`src/rtl/gcnt_pkg.sv`:
```
package gcnt_pkg;
  typedef enum logic [2:0] {
    ST_IDLE, ST_GATE, ST_SNAP, ST_HI, ST_LO, ST_WAIT, ST_CMP
  } gcnt_state_e;
endpackage

```
`src/rtl/gcnt_edge_sync.sv`:
```
module gcnt_edge_sync #(
  parameter int SYNC_STAGES = 2
) (
  input  logic clk_i,
  input  logic rst_ni,
  input  logic d_i,
  output logic rise_o
);
  logic [SYNC_STAGES:0] sh_q;

  always_ff @(posedge clk_i or negedge rst_ni) begin
    if (!rst_ni) sh_q <= '0;
    else         sh_q <= {sh_q[SYNC_STAGES-1:0], d_i};
  end

  assign rise_o = sh_q[SYNC_STAGES-1] & ~sh_q[SYNC_STAGES];
endmodule

```
`src/rtl/gcnt_stage.sv`:
```
module gcnt_stage #(
  parameter int W = 8
) (
  input  logic         clk_i,
  input  logic         rst_ni,
  input  logic         clr_i,
  input  logic         inc_i,
  output logic [W-1:0] cnt_o,
  output logic         carry_o
);
  localparam logic [W-1:0] ONE = W'(1);

  always_ff @(posedge clk_i or negedge rst_ni) begin
    if (!rst_ni)    cnt_o <= '0;
    else if (clr_i) cnt_o <= '0;
    else if (inc_i) cnt_o <= cnt_o + ONE;
  end

  assign carry_o = inc_i & (&cnt_o);
endmodule

```
`src/rtl/gcnt_recover.sv`:
```
module gcnt_recover
  import gcnt_pkg::*;
#(
  parameter int PRE_W  = 8,
  parameter int MAIN_W = 16,
  localparam int RES_W = MAIN_W + PRE_W
) (
  input  logic              clk_i,
  input  logic              rst_ni,
  input  logic              start_i,
  input  logic              stop_i,
  input  logic [MAIN_W-1:0] main_i,
  output logic              gate_open_o,
  output logic              clr_o,
  output logic              inj_step_o,
  output logic              busy_o,
  output logic              done_o,
  output logic              fault_o,
  output logic [RES_W-1:0]  result_o
);
  localparam logic [PRE_W-1:0] ONE = PRE_W'(1);

  gcnt_state_e       state_q;
  logic [MAIN_W-1:0] snap_q;
  logic [PRE_W-1:0]  tally_q;
  logic              inj_q, inj_prev_q;

  assign gate_open_o = (state_q == ST_GATE);
  assign clr_o       = (state_q == ST_IDLE) && start_i;
  assign busy_o      = (state_q != ST_IDLE);
  assign inj_step_o  = inj_q & ~inj_prev_q;

  always_ff @(posedge clk_i or negedge rst_ni) begin
    if (!rst_ni) begin
      state_q    <= ST_IDLE;
      snap_q     <= '0;
      tally_q    <= '0;
      inj_q      <= 1'b0;
      inj_prev_q <= 1'b0;
      done_o     <= 1'b0;
      fault_o    <= 1'b0;
      result_o   <= '0;
    end else begin
      done_o     <= 1'b0;
      inj_prev_q <= inj_q;
      case (state_q)
        ST_IDLE: if (start_i) begin
          fault_o <= 1'b0;
          state_q <= ST_GATE;
        end
        ST_GATE: if (stop_i) state_q <= ST_SNAP;
        ST_SNAP: begin
          snap_q  <= main_i;
          tally_q <= '0;
          state_q <= ST_HI;
        end
        ST_HI: begin
          inj_q   <= 1'b1;
          state_q <= ST_LO;
        end
        ST_LO: begin
          inj_q   <= 1'b0;
          tally_q <= tally_q - ONE;
          state_q <= ST_WAIT;
        end
        ST_WAIT: state_q <= ST_CMP;
        ST_CMP: begin
          if (main_i != snap_q) begin
            // snapshot keeps the upper field correct across a wrap
            result_o <= {snap_q, tally_q};
            done_o   <= 1'b1;
            state_q  <= ST_IDLE;
          end else if (tally_q == '0) begin
            fault_o <= 1'b1;
            state_q <= ST_IDLE;
          end else begin
            state_q <= ST_HI;
          end
        end
        default: state_q <= ST_IDLE;
      endcase
    end
  end
endmodule

```
`src/rtl/gcnt_top.sv`:
```
module gcnt_top #(
  parameter int PRE_W       = 8,
  parameter int MAIN_W      = 16,
  parameter int SYNC_STAGES = 2,
  localparam int RES_W      = MAIN_W + PRE_W
) (
  input  logic             clk_i,
  input  logic             rst_ni,
  input  logic             start_gate_i,
  input  logic             stop_gate_i,
  input  logic             pulse_i,
  output logic             busy_o,
  output logic             done_o,
  output logic             fault_o,
  output logic [RES_W-1:0] result_o
);
  logic              ext_rise, gate_open, clr, inj_step;
  logic              presc_inc, presc_carry, main_carry;
  logic [PRE_W-1:0]  presc_cnt;
  logic [MAIN_W-1:0] main_cnt;

  gcnt_edge_sync #(.SYNC_STAGES(SYNC_STAGES)) u_sync (
    .clk_i, .rst_ni, .d_i(pulse_i), .rise_o(ext_rise)
  );

  assign presc_inc = gate_open ? ext_rise : inj_step;

  gcnt_stage #(.W(PRE_W)) u_presc (
    .clk_i, .rst_ni, .clr_i(clr), .inc_i(presc_inc),
    .cnt_o(presc_cnt), .carry_o(presc_carry)
  );

  gcnt_stage #(.W(MAIN_W)) u_main (
    .clk_i, .rst_ni, .clr_i(clr), .inc_i(presc_carry),
    .cnt_o(main_cnt), .carry_o(main_carry)
  );

  gcnt_recover #(.PRE_W(PRE_W), .MAIN_W(MAIN_W)) u_rec (
    .clk_i, .rst_ni,
    .start_i(start_gate_i), .stop_i(stop_gate_i), .main_i(main_cnt),
    .gate_open_o(gate_open), .clr_o(clr), .inj_step_o(inj_step),
    .busy_o, .done_o, .fault_o, .result_o
  );

  logic unused_ok;
  assign unused_ok = ^{presc_cnt, main_carry};
endmodule

```
`config.mk`:
```
export PLATFORM = sky130hd
export DESIGN_NAME = gcnt_top
export DESIGN_NICKNAME = d
export VERILOG_FILES = /design/src/rtl/gcnt_pkg.sv /design/src/rtl/gcnt_edge_sync.sv /design/src/rtl/gcnt_stage.sv /design/src/rtl/gcnt_recover.sv /design/src/rtl/gcnt_top.sv
export SDC_FILE = /design/constraint.sdc
export NUM_CORES = 1
export LEC_CHECK = 0
export BUFFER_PORTS_ARGS = -buffer_cell sky130_fd_sc_hd__buf_2
export CORE_MARGIN = 1.5
export CORE_UTILIZATION = 40
export DETAILED_ROUTE_END_ITERATION = 16
export GPL_ROUTABILITY_DRIVEN = 0
export PLACE_DENSITY = 0.6
export SLEW_MARGIN = 20
export SYNTH_ARGS = -nofsm -noshare
export SYNTH_HDL_FRONTEND = slang
export SYNTH_SLANG_ARGS = --single-unit
```
`constraint.sdc`:
```
create_clock -name clk_i -period 2.2 [get_ports clk_i]
set_clock_uncertainty 0.05 [all_clocks]
set_input_delay 0.11 -clock clk_i [delete_from_list [all_inputs] [get_ports clk_i]]
set_output_delay 0.11 -clock clk_i [all_outputs]
set_load 0.01 [all_outputs]
```
==> results by group, run 1 <==
Outcome
  – Outcome: finished, final reports clean

Yosys
  – Sequential share of the synthesized area: 53.3%
  – Cells after Synth: 354
  – Seq cells post-synth: 82
  – Post-synth top cells: dfrtp_1 (82), nand2_1 (60), xor2_1 (29), nor2_1 (26), mux2_4 (19)
  – Syn_area_per_cell: 10.9 um^2
  – Syn nets: 363
  – Cell taking the most area after synthesis: dfrtp_1
  – Synth top area share: a little over half
  – Synth warn: 0
  – Yosys cell types: 39
  – Post-Syn Area: ~3900 um^2
  – Top post-synthesis cells by area: dfrtp_1 (53%), mux2_4 (7.4%), xor2_1 (6.6%)
  – Count leader, synth: dfrtp_1
  – Number of synthesized flops with an enable pin: 0
  – Top_reg_cell synth: dfrtp_1
  – Ys async rst share: between 90% and 100%

Detailed routing
  – Vias after detailed routing: 2735
  – Total Wirelength: 7610 um
  – Number of remaining DRC errors: 0
  – Via-to-Cell Ratio: 5.02
  – Wire per inst: 14.0 um
  – Antenna-violating nets left: 0
  – DRT iter0 DRCs: 175
  – Drt pass-1 iters: 4

Finish
  – N_diodes: 0
  – Fraction of layout cells with a size suffix above 1: 25.7%
  – Post-layout nets: 420
  – Multi-input gate area: 1670 um^2
  – Fin cells: 545
  – Layout area overhead: 18.2%
  – # fillers: 860
  – Register area: 2050 um^2

CTS
  – H-tree levels: 3
  – Root Driver: clkbuf_8
  – CTS tree: built
  – Clock Path Buffers: 2
  – Clock buffer count from CTS: 9
  – Clock-pin slew on the worst setup and hold paths: 0.09 ns
  – CTS sink cnt: 82
  – Worst skew pair latency: 0.35 ns

STA
  – Minimum clock period: roughly 2.1 ns
  – Fin. max-slew vios: 0
  – Final Setup Violations: 0
  – RSZ-0062 raised after global routing: no
  – Period utilization: a little over nine tenths
  – Fmax: 479 MHz
  – Slew margin rel.: between 60% and 70%
  – Final setup margin: between 0.1 and 0.15 ns
  – Final Hold Viols: 0
  – Total negative setup slack: 0 ns
  – Slew @ Worst Pin: roughly 0.48 ns

Global route
  – Grt ovf: 0
  – Antenna violations before repair: 0
  – Overall Global Routing Usage: between 15 and 20%
  – Number of global-route vias before repair: 2607
  – First-pass GRT wire length: between 10000 and 15000 um
  – Largest net degree at the start of global routing: 49

Critical path
  – Critical path fanouts, max: 7
  – Worst Setup End Kind: register
  – Startpoint types: register
  – WS Path Type: reg -> reg
  – Slowest-stage cell, CP: dfrtp_1
  – Critical Path RT: roughly 2.4 ns
  – Crit path cell chain: xor2_1 > nor4_2 > nand4_1 > and3_4 > buf_4 > mux2_4
  – Data arrival, critical path: 2.27 ns
  – Worst path max stage delay: 0.42 ns

Floorplan
  – Initial Utilization: between 40 and 50%
  – # rows: 35
  – Die width: 101 um
  – Die H: 101 um
  – Die area: between 10000 and 15000 um^2
  – Core ar.: 9280 um^2
  – Ports: 32

Worst hold path
  – Hold crit path type: in -> reg

Power
  – Clock share of power: approximately 22%
  – Leak pwr: 0.00230 uW
  – Fraction of power spent switching nets: 36.4%
  – P_sw: 2090 uW
  – Power Total: 5740 uW
  – PwrDens: about 1300 nW/um^2
  – Peak VDD IR: about 0.00043 V
  – Power Internal: 3660 uW
  – Reg power frac: 40.8%
  – Gate power share: between 30 and 40%

Placed design
  – Pre-CTS WS: 0.0778 ns
  – Half-perimeter wire length after placement: 5310 um
  – IO buf count: 31
  – Placed cells: 526

Run
  – Max Cap Viol: 0
==> power by group through the flow <==
stage	registers [uW]	logic [uW]	clock network, uW
after CTS	2350	2160	1280
after global placement	2360	2110	0
final	2340	2160	1250
after floorplan	2400	1420	0
after global routing	2410	2410	1350
after detailed placement	2370	2140	0
==> cells by family (layout without fill, tap and decap cells) <==
| kind of cell | count (synthesis) | count (layout) | share of synthesized area (%) |
|---|---|---|---|
| AND/OR/NAND/NOR | 145 | 145 | 18.3 |
| flip-flops | 82 | 82 | 53.3 |
| AO/OA/AOI/OAI | 38 | 38 | 5.94 |
| XOR/XNOR | 33 | 33 | 7.50 |
| multiplexers | 29 | 29 | 10.2 |
| buffers and inverters | 23 | 85 | 3.54 |
| adder cells (fa/ha/maj) | 4 | 4 | 1.30 |
==> what timing repair did <==
action | in CTS | in global routing
endpoints found under the setup margin | 0 | 24
hold buffers | 2 | 0
gates resized for setup | 0 | 2
hold endpoints to repair | 35 | 0
setup buffers | 0 | 1
==> sequential cells by signal (all words and copies together), names as in the netlist <==
signal	flops
u_rec.snap_q	16
u_rec.result_o	24
u_rec.tally_q	8
u_rec.state_q	3
u_rec.inj_q	1
u_main.cnt_o	16
u_sync.sh_q	3
u_presc.cnt_o	8
u_rec.fault_o	1
u_rec.done_o	1
u_rec.inj_prev_q	1
==> per-stage QoR <==
stage	cell area, um^2	hold slack, ns	utilization [%]
2_1_floorplan	3850	-0.236	-
3_3_place_gp	4290	0.0547	46.2
3_5_place_dp	4290	0.0520	46.2
4_1_cts	4540	0.0420	48.9
5_1_grt	4550	0.0442	49.1
6_report	4550	0.0421	49.1
==> layout make-up <==
class	count	area share, %
Multi-Input combinational cell	249	36.6
Tap cell	129	3.54
Clock inverter	7	2.31
Inverter	8	0.659
Clock buffer	9	2.72
Sequential cell	82	45.1
Timing Repair Buffer	61	9.07
==> path summary, 6_finish.rpt <==
| check | start | end | cells past startpoint | slack [ns] |
|---|---|---|---|---|
| min reg2reg | u_sync.sh_q[0] | u_sync.sh_q[1] | 0 | 0.30 |
| min in group asynchronous | rst_ni | u_rec.result_o[1] | 2 | 0.20 |
| max | u_rec.snap_q[5] | u_rec.result_o[0] | 6 | 0.11 |
| max in group asynchronous | rst_ni | u_main.cnt_o[11] | 3 | 1.30 |
| min | stop_gate_i | u_rec.state_q[1] | 3 | 0.04 |
| max reg2reg | u_rec.snap_q[5] | u_rec.result_o[0] | 6 | 0.11 |
==> worst max-delay path, delay by kind of cell, from the launching register on <==
kind	cells	cell delay, ns
xor+xnor	1	0.18
buf+inv	1	0.17
flops	1	0.42
mux	1	0.30
simple gates	3	0.84
==> placed cells by master (no fill, tap or decap), types with 2 or more instances in the layout <==
cell and count:
bufinv_16 2, xnor2_1 4, or3_1 6, clkbuf_8 9, buf_2 30, nand4_1 11, and3_1 4, nor3_1 9
mux2_2 5, inv_1 8, a21oi_1 10, nor2_1 26, or3_2 2, xor2_1 29, o22ai_1 4, nand3_1 11
nor2b_1 3, o21ai_0 11, nand2_1 60, nor4_2 3, a31oi_1 2, dlygate4sd3_1 2, mux2i_1 5, o211ai_1 4
buf_12 2, ha_1 4, dfrtp_1 82, buf_4 27, mux2_4 19, inv_6 3, nand4b_1 2, o31ai_1 4
==> routing by layer <==
layer	GRT usage, %	wire (um)
met1	23.9	3830
met2	23.8	3340
met3	3.38	310
met4	6.73	139
met5	0	0
(Power assumes the default switching activity.)
==> run 2, diff against run 1 <==
--- a/config.mk
+++ b/config.mk
@@ -14,4 +14,5 @@
 export SLEW_MARGIN = 20
 export SYNTH_ARGS = -nofsm -noshare
 export SYNTH_HDL_FRONTEND = slang
+export SYNTH_HIERARCHICAL = 1
 export SYNTH_SLANG_ARGS = --single-unit
==> results by group, run 2 <==
Finish
  – Layout area overhead: 20.9% (was 18.2%)
  – N_diodes: 0 (unchanged)
  – Util after Layout: 49.6% (was 49.1%)
  – Commonest non-fill, non-tap cells in the layout: dfrtp_1 (82), nand2_1 (58), buf_4 (32), buf_2 (30), nor2_1 (27) (was dfrtp_1 (82), nand2_1 (60), buf_2 (30), xor2_1 (29), buf_4 (27))
  – Reg with most FFs: u_rec/result_o (was u_rec.result_o)
  – Largest register FFs: 24 (unchanged)
  – Fraction of layout cells with a size suffix above 1: 31.0% (was 25.7%)
  – Top flop regs: u_rec/result_o: 24 flops, u_main/cnt_o: 16 flops, u_rec/snap_q: 16 flops (was u_rec.result_o: 24 flops, u_main.cnt_o: 16 flops, u_rec.snap_q: 16 flops)
  – Register area: 2050 um^2 (unchanged)
  – Multi-input gate area: 1660 um^2 (was 1670 um^2)
  – Post-layout nets: 417 (was 420)
  – # fillers: 832 (was 860)
  – Most common library cell in the layout ignoring fill and taps: dfrtp_1 (unchanged)

Critical path
  – Critical Path RT: 2.40 ns (was 2.38 ns)
  – Crit path cell chain: nor2_4 > and2_4 > mux2_4 > nand3_4 > nor3_4 > o211a_1 > nand4_1 > nor3_2 > mux2_1 (was xor2_1 > nor4_2 > nand4_1 > and3_4 > buf_4 > mux2_4)
  – R2R setup slack: 0.03 ns (was 0.11 ns)
  – Startpoint types: register (unchanged)
  – CP Launch Point: u_rec/state_q[2] (was u_rec.snap_q[5])
  – Worst path max stage delay: 0.43 ns (was 0.42 ns)
  – Worst reg2reg path depth: 9 (was 6)
  – Reg-to-Reg End: u_main/cnt_o[15] (was u_rec.result_o[0])
  – WS Path Type: reg -> reg (unchanged)
  – Critical path's top delay family: simple AND/OR/NAND/NOR gates (unchanged)
  – Worst Setup End Kind: register (unchanged)
  – Data arrival, critical path: 2.37 ns (was 2.27 ns)
  – Critical path fanouts, max: 3 (was 7)
  – WP buf/inv: 0 (was 1)
  – RR Startpoint: u_rec/state_q[2] (was u_rec.snap_q[5])
  – Slowest-stage cell, CP: dfrtp_1 (unchanged)

CTS
  – Clock buffer count from CTS: 9 (unchanged)
  – Worst skew pair latency: 0.36 ns (was 0.35 ns)
  – Clock Path Buffers: 2 (unchanged)
  – Clock-pin slew on the worst setup and hold paths: 0.09 ns (about the same)
  – H-tree levels: 3 (unchanged)
  – CTS tree: built (unchanged)
  – Root Driver: clkbuf_8 (unchanged)
  – CTS sink cnt: 82 (unchanged)

STA
  – Fin. max-slew vios: 0 (unchanged)
  – Fmax: 460 MHz (was 479 MHz)
  – Final Hold Viols: 0 (unchanged)
  – Slew margin rel.: 65.1% (was 68.2%)
  – Period utilization: 98.8% (was 94.9%)
  – RSZ-0062 raised after global routing: yes (was no)
  – Minimum clock period: 2.17 ns (was 2.09 ns)
  – Final Setup Violations: 0 (unchanged)
  – Slew @ Worst Pin: 0.523 ns (was 0.477 ns)

Global route
  – Grt ovf: 0 (unchanged)
  – Antenna violations before repair: 0 (unchanged)
  – Overall Global Routing Usage: 16.6% (was 16.4%)
  – First-pass GRT wire length: 12900 um (was 13000 um)
  – Number of global-route vias before repair: 2611 (was 2607)
  – Largest net degree at the start of global routing: 45 (was 49)

Worst hold path
  – Hold EP: u_rec/state_q[0] (was u_rec.state_q[1])
  – Hold crit path type: in -> reg (unchanged)
  – Hold Crit Depth: 3 (unchanged)
  – Hold_sp: start_gate_i (was stop_gate_i)

Floorplan
  – Core ar.: 9200 um^2 (was 9280 um^2)
  – Die width: 100 um (was 101 um)
  – # rows: 35 (unchanged)
  – Ports: 32 (unchanged)
  – Die area: 10000 um^2 (was 10200 um^2)
  – Die H: 100 um (was 101 um)
  – Initial Utilization: 41.1% (was 41.5%)

Detailed routing
  – Drt pass-1 iters: 4 (unchanged)
  – Total Wirelength: 7470 um (was 7610 um)
  – Via-to-Cell Ratio: 4.99 (was 5.02)
  – Number of remaining DRC errors: 0 (unchanged)
  – Vias after detailed routing: 2614 (was 2735)
  – Wire per inst: 14.3 um (was 14.0 um)
  – Antenna-violating nets left: 0 (unchanged)
  – DRT iter0 DRCs: 122 (was 175)

Power
  – Power Total: 4820 uW (was 5740 uW)
  – Leak pwr: 0.00227 uW (was 0.00230 uW)
  – Peak VDD IR: 0.000594 V (was 0.000431 V)
  – PwrDens: 1060 nW/um^2 (was 1260 nW/um^2)

Yosys
  – Syn_area_per_cell: 10.9 um^2 (about the same)
  – Cells after Synth: 345 (was 354)
  – Post-Syn Area: 3780 um^2 (was 3850 um^2)
  – Syn nets: 354 (was 363)
  – Synth warn: 6 (was 0)

Placed design
  – Half-perimeter wire length after placement: 5180 um (was 5310 um)
  – IO buf count: 31 (unchanged)

Run
  – Max Cap Viol: 0 (unchanged)

Outcome
  – Outcome: finished, final reports clean (unchanged)
[run 2: what timing repair did]
action / 4_1_cts / 5_1_grt
endpoints found under the setup margin: 2 / 4
pin swaps: 1 / 6
hold buffers: 3 / 0
gates resized for setup: 2 / 6
buffers inserted: 0 / 3
hold endpoints to repair: 40 / 0
[run 2: worst max-delay path by stage]
stage / endpoint / slack (ns) / depth (start not counted)
after detailed placement: u_main/cnt_o[15] / -0.07 / 9
final: u_main/cnt_o[15] / 0.03 / 9
after floorplan: u_main/cnt_o[15] / -0.24 / 11
after CTS: u_main/cnt_o[15] / 0.02 / 7
after global routing: u_main/cnt_o[13] / -0.06 / 9
after global placement: u_main/cnt_o[15] / 0.01 / 9
[run 2: worst min-delay path, delay by kind of cell]
| kind | cells | cell delay, ns |
|---|---|---|
| buffers and inverters | 1 | 0.10 |
| AO/OA/AOI/OAI | 2 | 0.18 |
[run 2: final cells by class]
cell class	count	share of cell area, %
clock inverter	5	1.86
timing repair buffer	66	9.65
sequential	82	45.0
clock buffer	11	3.32
tap	111	3.04
multi-input combinational	239	36.3
inverter	10	0.822
[run 2: where the power goes]
part	switching (uW)	total [uW]	internal, uW
Sequential	209	1970	1760
Combinational	877	1590	712
Clock	558	1260	707
[run 2: metrics by stage]
step | hold WS [ns] | TNS (ns) | setup slack, ns | cells | cell area, um^2
finish | 0.0234 | 0 | 0.0273 | 524 | 4560
global placement | 0.0712 | 0 | 0.0108 | 502 | 4230
floorplan | -0.236 | -0.553 | -0.240 | 345 | 3820
global route | 0.0719 | -0.195 | -0.0576 | 524 | 4560
CTS | 0.0121 | 0 | 0.0205 | 521 | 4510
detailed placement | 0.0759 | -0.0733 | -0.0733 | 502 | 4230
[run 2: per-layer routing]
| layer | vias up | wire (um) | part of all wire (%) | track usage, % |
|---|---|---|---|---|
| met4 | 0 | 168 | 2.2 | 8.13 |
| met3 | 14 | 271 | 3.6 | 3.06 |
| met1 | 1256 | 3740 | 50 | 23.9 |
| met5 | - | 0 | 0 | 0 |
| li1 | 1301 | - | - | - |
| met2 | 43 | 3290 | 44 | 24.2 |
==> run 3, diff against run 2 <==
--- a/config.mk
+++ b/config.mk
@@ -5,6 +5,7 @@
 export SDC_FILE = /design/constraint.sdc
 export NUM_CORES = 1
 export LEC_CHECK = 0
+export ABC_AREA = 1
 export BUFFER_PORTS_ARGS = -buffer_cell sky130_fd_sc_hd__buf_2
 export CORE_MARGIN = 1.5
 export CORE_UTILIZATION = 40
==> constraint.sdc (replaced) <==
create_clock -name clk_i -period 2.81 [get_ports clk_i]
set_clock_uncertainty 0.05 [all_clocks]
set_input_delay 0.1405 -clock clk_i [delete_from_list [all_inputs] [get_ports clk_i]]
set_output_delay 0.1405 -clock clk_i [all_outputs]
set_load 0.01 [all_outputs]
==> results by group, run 3 <==
Detailed routing
  – Antenna-violating nets left: 0 (unchanged)
  – Vias after detailed routing: 3088 (was 2614)
  – Drt pass-1 iters: 5 (was 4)
  – Total Wirelength: 7480 um (was 7470 um)
  – Number of remaining DRC errors: 0 (unchanged)
  – DRT iter0 DRCs: 208 (was 122)
  – Via-to-Cell Ratio: 4.57 (was 4.99)
  – Wire per inst: 11.1 um (was 14.3 um)

Power
  – Gate power share: 29.8% (was 33.0%)
  – PwrDens: 763 nW/um^2 (was 1060 nW/um^2)
  – Leak pwr: 0.00229 uW (was 0.00227 uW)
  – Peak VDD IR: 0.000250 V (was 0.000594 V)
  – Reg power frac: 45.0% (was 40.8%)
  – Power Internal: 2190 uW (was 3180 uW)
  – Clock share of power: 25.2% (was 26.2%)
  – Fraction of power spent switching nets: 36.0% (was 34.1%)
  – P_sw: 1230 uW (was 1640 uW)

Floorplan
  – Initial Utilization: 40.9% (was 41.1%)
  – Core ar.: 9680 um^2 (was 9200 um^2)
  – Die area: 10500 um^2 (was 10000 um^2)
  – Ports: 32 (unchanged)
  – # rows: 36 (was 35)
  – Die H: 103 um (was 100 um)
  – Die width: 103 um (was 100 um)

STA
  – Slew margin rel.: 50.1% (was 65.1%)
  – Fin. max-slew vios: 0 (unchanged)
  – RSZ-0062 raised after global routing: no (was yes)
  – Fmax: 427 MHz (was 460 MHz)
  – Final Setup Violations: 0 (unchanged)
  – Period utilization: 83.3% (was 98.8%)
  – Minimum clock period: 2.34 ns (was 2.17 ns)
  – Slew @ Worst Pin: 0.748 ns (was 0.523 ns)
  – Final Hold Viols: 0 (unchanged)
  – Total negative setup slack: 0 ns (unchanged)

Global route
  – First-pass GRT wire length: 12500 um (was 12900 um)
  – Met1 Use GR: 20.3% (was 23.9%)
  – Largest net degree at the start of global routing: 83 (was 45)
  – Met3 Usage GRT: 3.39% (was 3.06%)
  – GR Util met2: 24.2% (about the same)
  – Number of global-route vias before repair: 2767 (was 2611)
  – Antenna violations before repair: 0 (unchanged)
  – Most used routing layer: met2 (unchanged)
  – Grt ovf: 0 (unchanged)
  – Overall Global Routing Usage: 15.3% (was 16.6%)

Yosys
  – Syn_area_per_cell: 7.96 um^2 (was 10.9 um^2)
  – Synth warn: 6 (unchanged)
  – Post-Syn Area: 3960 um^2 (was 3780 um^2)
  – Syn nets: 507 (was 354)
  – Cells after Synth: 498 (was 345)

Finish
  – Top flop regs: u_rec/result_o: 24 flops, u_main/cnt_o: 16 flops, u_rec/snap_q: 16 flops (unchanged)
  – Reg with most FFs: u_rec/result_o (unchanged)
  – Util after Layout: 46.2% (was 49.6%)
  – N_diodes: 0 (unchanged)
  – Fraction of layout cells with a size suffix above 1: 14.5% (was 31.0%)
  – Post-layout nets: 547 (was 417)
  – Most common library cell in the layout ignoring fill and taps: nand2_1 (was dfrtp_1)
  – Layout area overhead: 13.0% (was 20.9%)
  – Commonest non-fill, non-tap cells in the layout: nand2_1 (155), dfrtp_1 (82), inv_1 (66), nor2_1 (50), o21ai_0 (47) (was dfrtp_1 (82), nand2_1 (58), buf_4 (32), buf_2 (30), nor2_1 (27))
  – # fillers: 949 (was 832)
  – Largest register FFs: 24 (unchanged)

Critical path
  – Worst Setup End Kind: register (unchanged)
  – WS Path Type: reg -> reg (unchanged)
  – Startpoint types: register (unchanged)
  – Critical path fanouts, max: 5 (was 3)
  – Data arrival, critical path: 2.53 ns (was 2.37 ns)
  – Critical Path RT: 3.00 ns (was 2.40 ns)

Placed design
  – IO buf count: 31 (unchanged)
  – Half-perimeter wire length after placement: 5290 um (was 5180 um)

CTS
  – Worst skew pair latency: 0.36 ns (about the same)
  – Root Driver: clkbuf_8 (unchanged)
  – Post-CTS Hold Buffers: 3 (unchanged)
  – CTS tree: built (unchanged)
  – CTS sink cnt: 82 (unchanged)
  – Clock Path Buffers: 2 (unchanged)
  – Clock buffer count from CTS: 9 (unchanged)
  – Setup Buffers After CTS: 0 (unchanged)
  – Clock-pin slew on the worst setup and hold paths: 0.08 ns (was 0.09 ns)
  – Post-CTS sizing: 0 (was 2)
  – H-tree levels: 3 (unchanged)

Run
  – Max Cap Viol: 0 (unchanged)

Worst hold path
  – Hold crit path type: in -> reg (unchanged)

Outcome
  – Outcome: finished, final reports clean (unchanged)
[run 3: cell types whose count changed in the layout (fill, tap and decap cells not counted), sizes merged, moves of 8 or more]
cell | previous run | this run
nand3 | 10 | 23
nor2 | 31 | 59
a21oi | 7 | 19
xnor2 | 20 | 1
inv | 11 | 73
xor2 | 12 | 1
nand2 | 58 | 158
mux2 | 27 | 0
nand4 | 11 | 3
o21ai | 10 | 54
buf | 63 | 36
[run 3: final timing paths]
check                            startpoint                  to  slack (ns)  cells after the start
max                        u_rec/state_q[2]    u_main/cnt_o[12]        0.47                     13
min                            start_gate_i       u_rec/fault_o        0.08                      4
max reg2reg                u_rec/state_q[2]    u_main/cnt_o[12]        0.47                     13
min reg2reg                  u_sync/sh_q[0]      u_sync/sh_q[1]        0.30                      0
max in group asynchronous            rst_ni    u_presc/cnt_o[6]        1.85                      2
min in group asynchronous            rst_ni  u_rec/result_o[16]        0.34                      2
[run 3: power groups by stage]
stage          clock network, uW  registers (uW)  logic, uW
3_3_place_gp                   0            1550       1010
3_5_place_dp                   0            1560       1020
2_1_floorplan                  0            1570        715
6_report                     862            1540       1020
4_1_cts                      893            1540       1030
5_1_grt                      943            1570       1180
[run 3: stage by stage]
| stage | total power, uW | setup WS, ns | hold slack, ns | instance area (um^2) | cells |
|---|---|---|---|---|---|
| 6_report | 3420 | 0.470 | 0.0846 | 4480 | 676 |
| 5_1_grt | 3690 | 0.181 | 0.116 | 4480 | 676 |
| 4_1_cts | 3460 | 0.454 | 0.0851 | 4470 | 676 |
| 3_5_place_dp | 2580 | 0.489 | 0.209 | 4250 | 657 |
| 3_3_place_gp | 2560 | 0.549 | 0.201 | 4250 | 657 |
| 2_1_floorplan | 2290 | 0.581 | -0.205 | 3960 | 498 |
[run 3: worst max-delay path, cell delays in order (launching register included)]
cell	delay, ns
dfrtp_1	0.43
nor3_1	0.35
nand2_1	0.09
nand2_1	0.19
nand2_1	0.08
inv_1	0.07
nand2_1	0.06
nor4_2	0.13
buf_4	0.18
nor2_4	0.05
nor2_4	0.17
nand2_2	0.10
nor3b_1	0.21
nor2_1	0.07
[run 3: final cells by class]
class / count / area [um^2] / share of cell area [%]
clock buffers: 14 / 163 / 3.63
clock inverters: 2 / 35.0 / 0.782
flip-flops and latches: 82 / 2050 / 45.8
multi-input cells: 332 / 1550 / 34.6
inverters: 74 / 282 / 6.29
well taps: 133 / 166 / 3.72
repair buffers: 39 / 229 / 5.11
[run 3: metal layers]
metal	share of wire (%)	up-vias
met5	0	-
met4	1.5	0
met3	2.9	9
met2	45	40
met1	50	1411
li1	-	1628
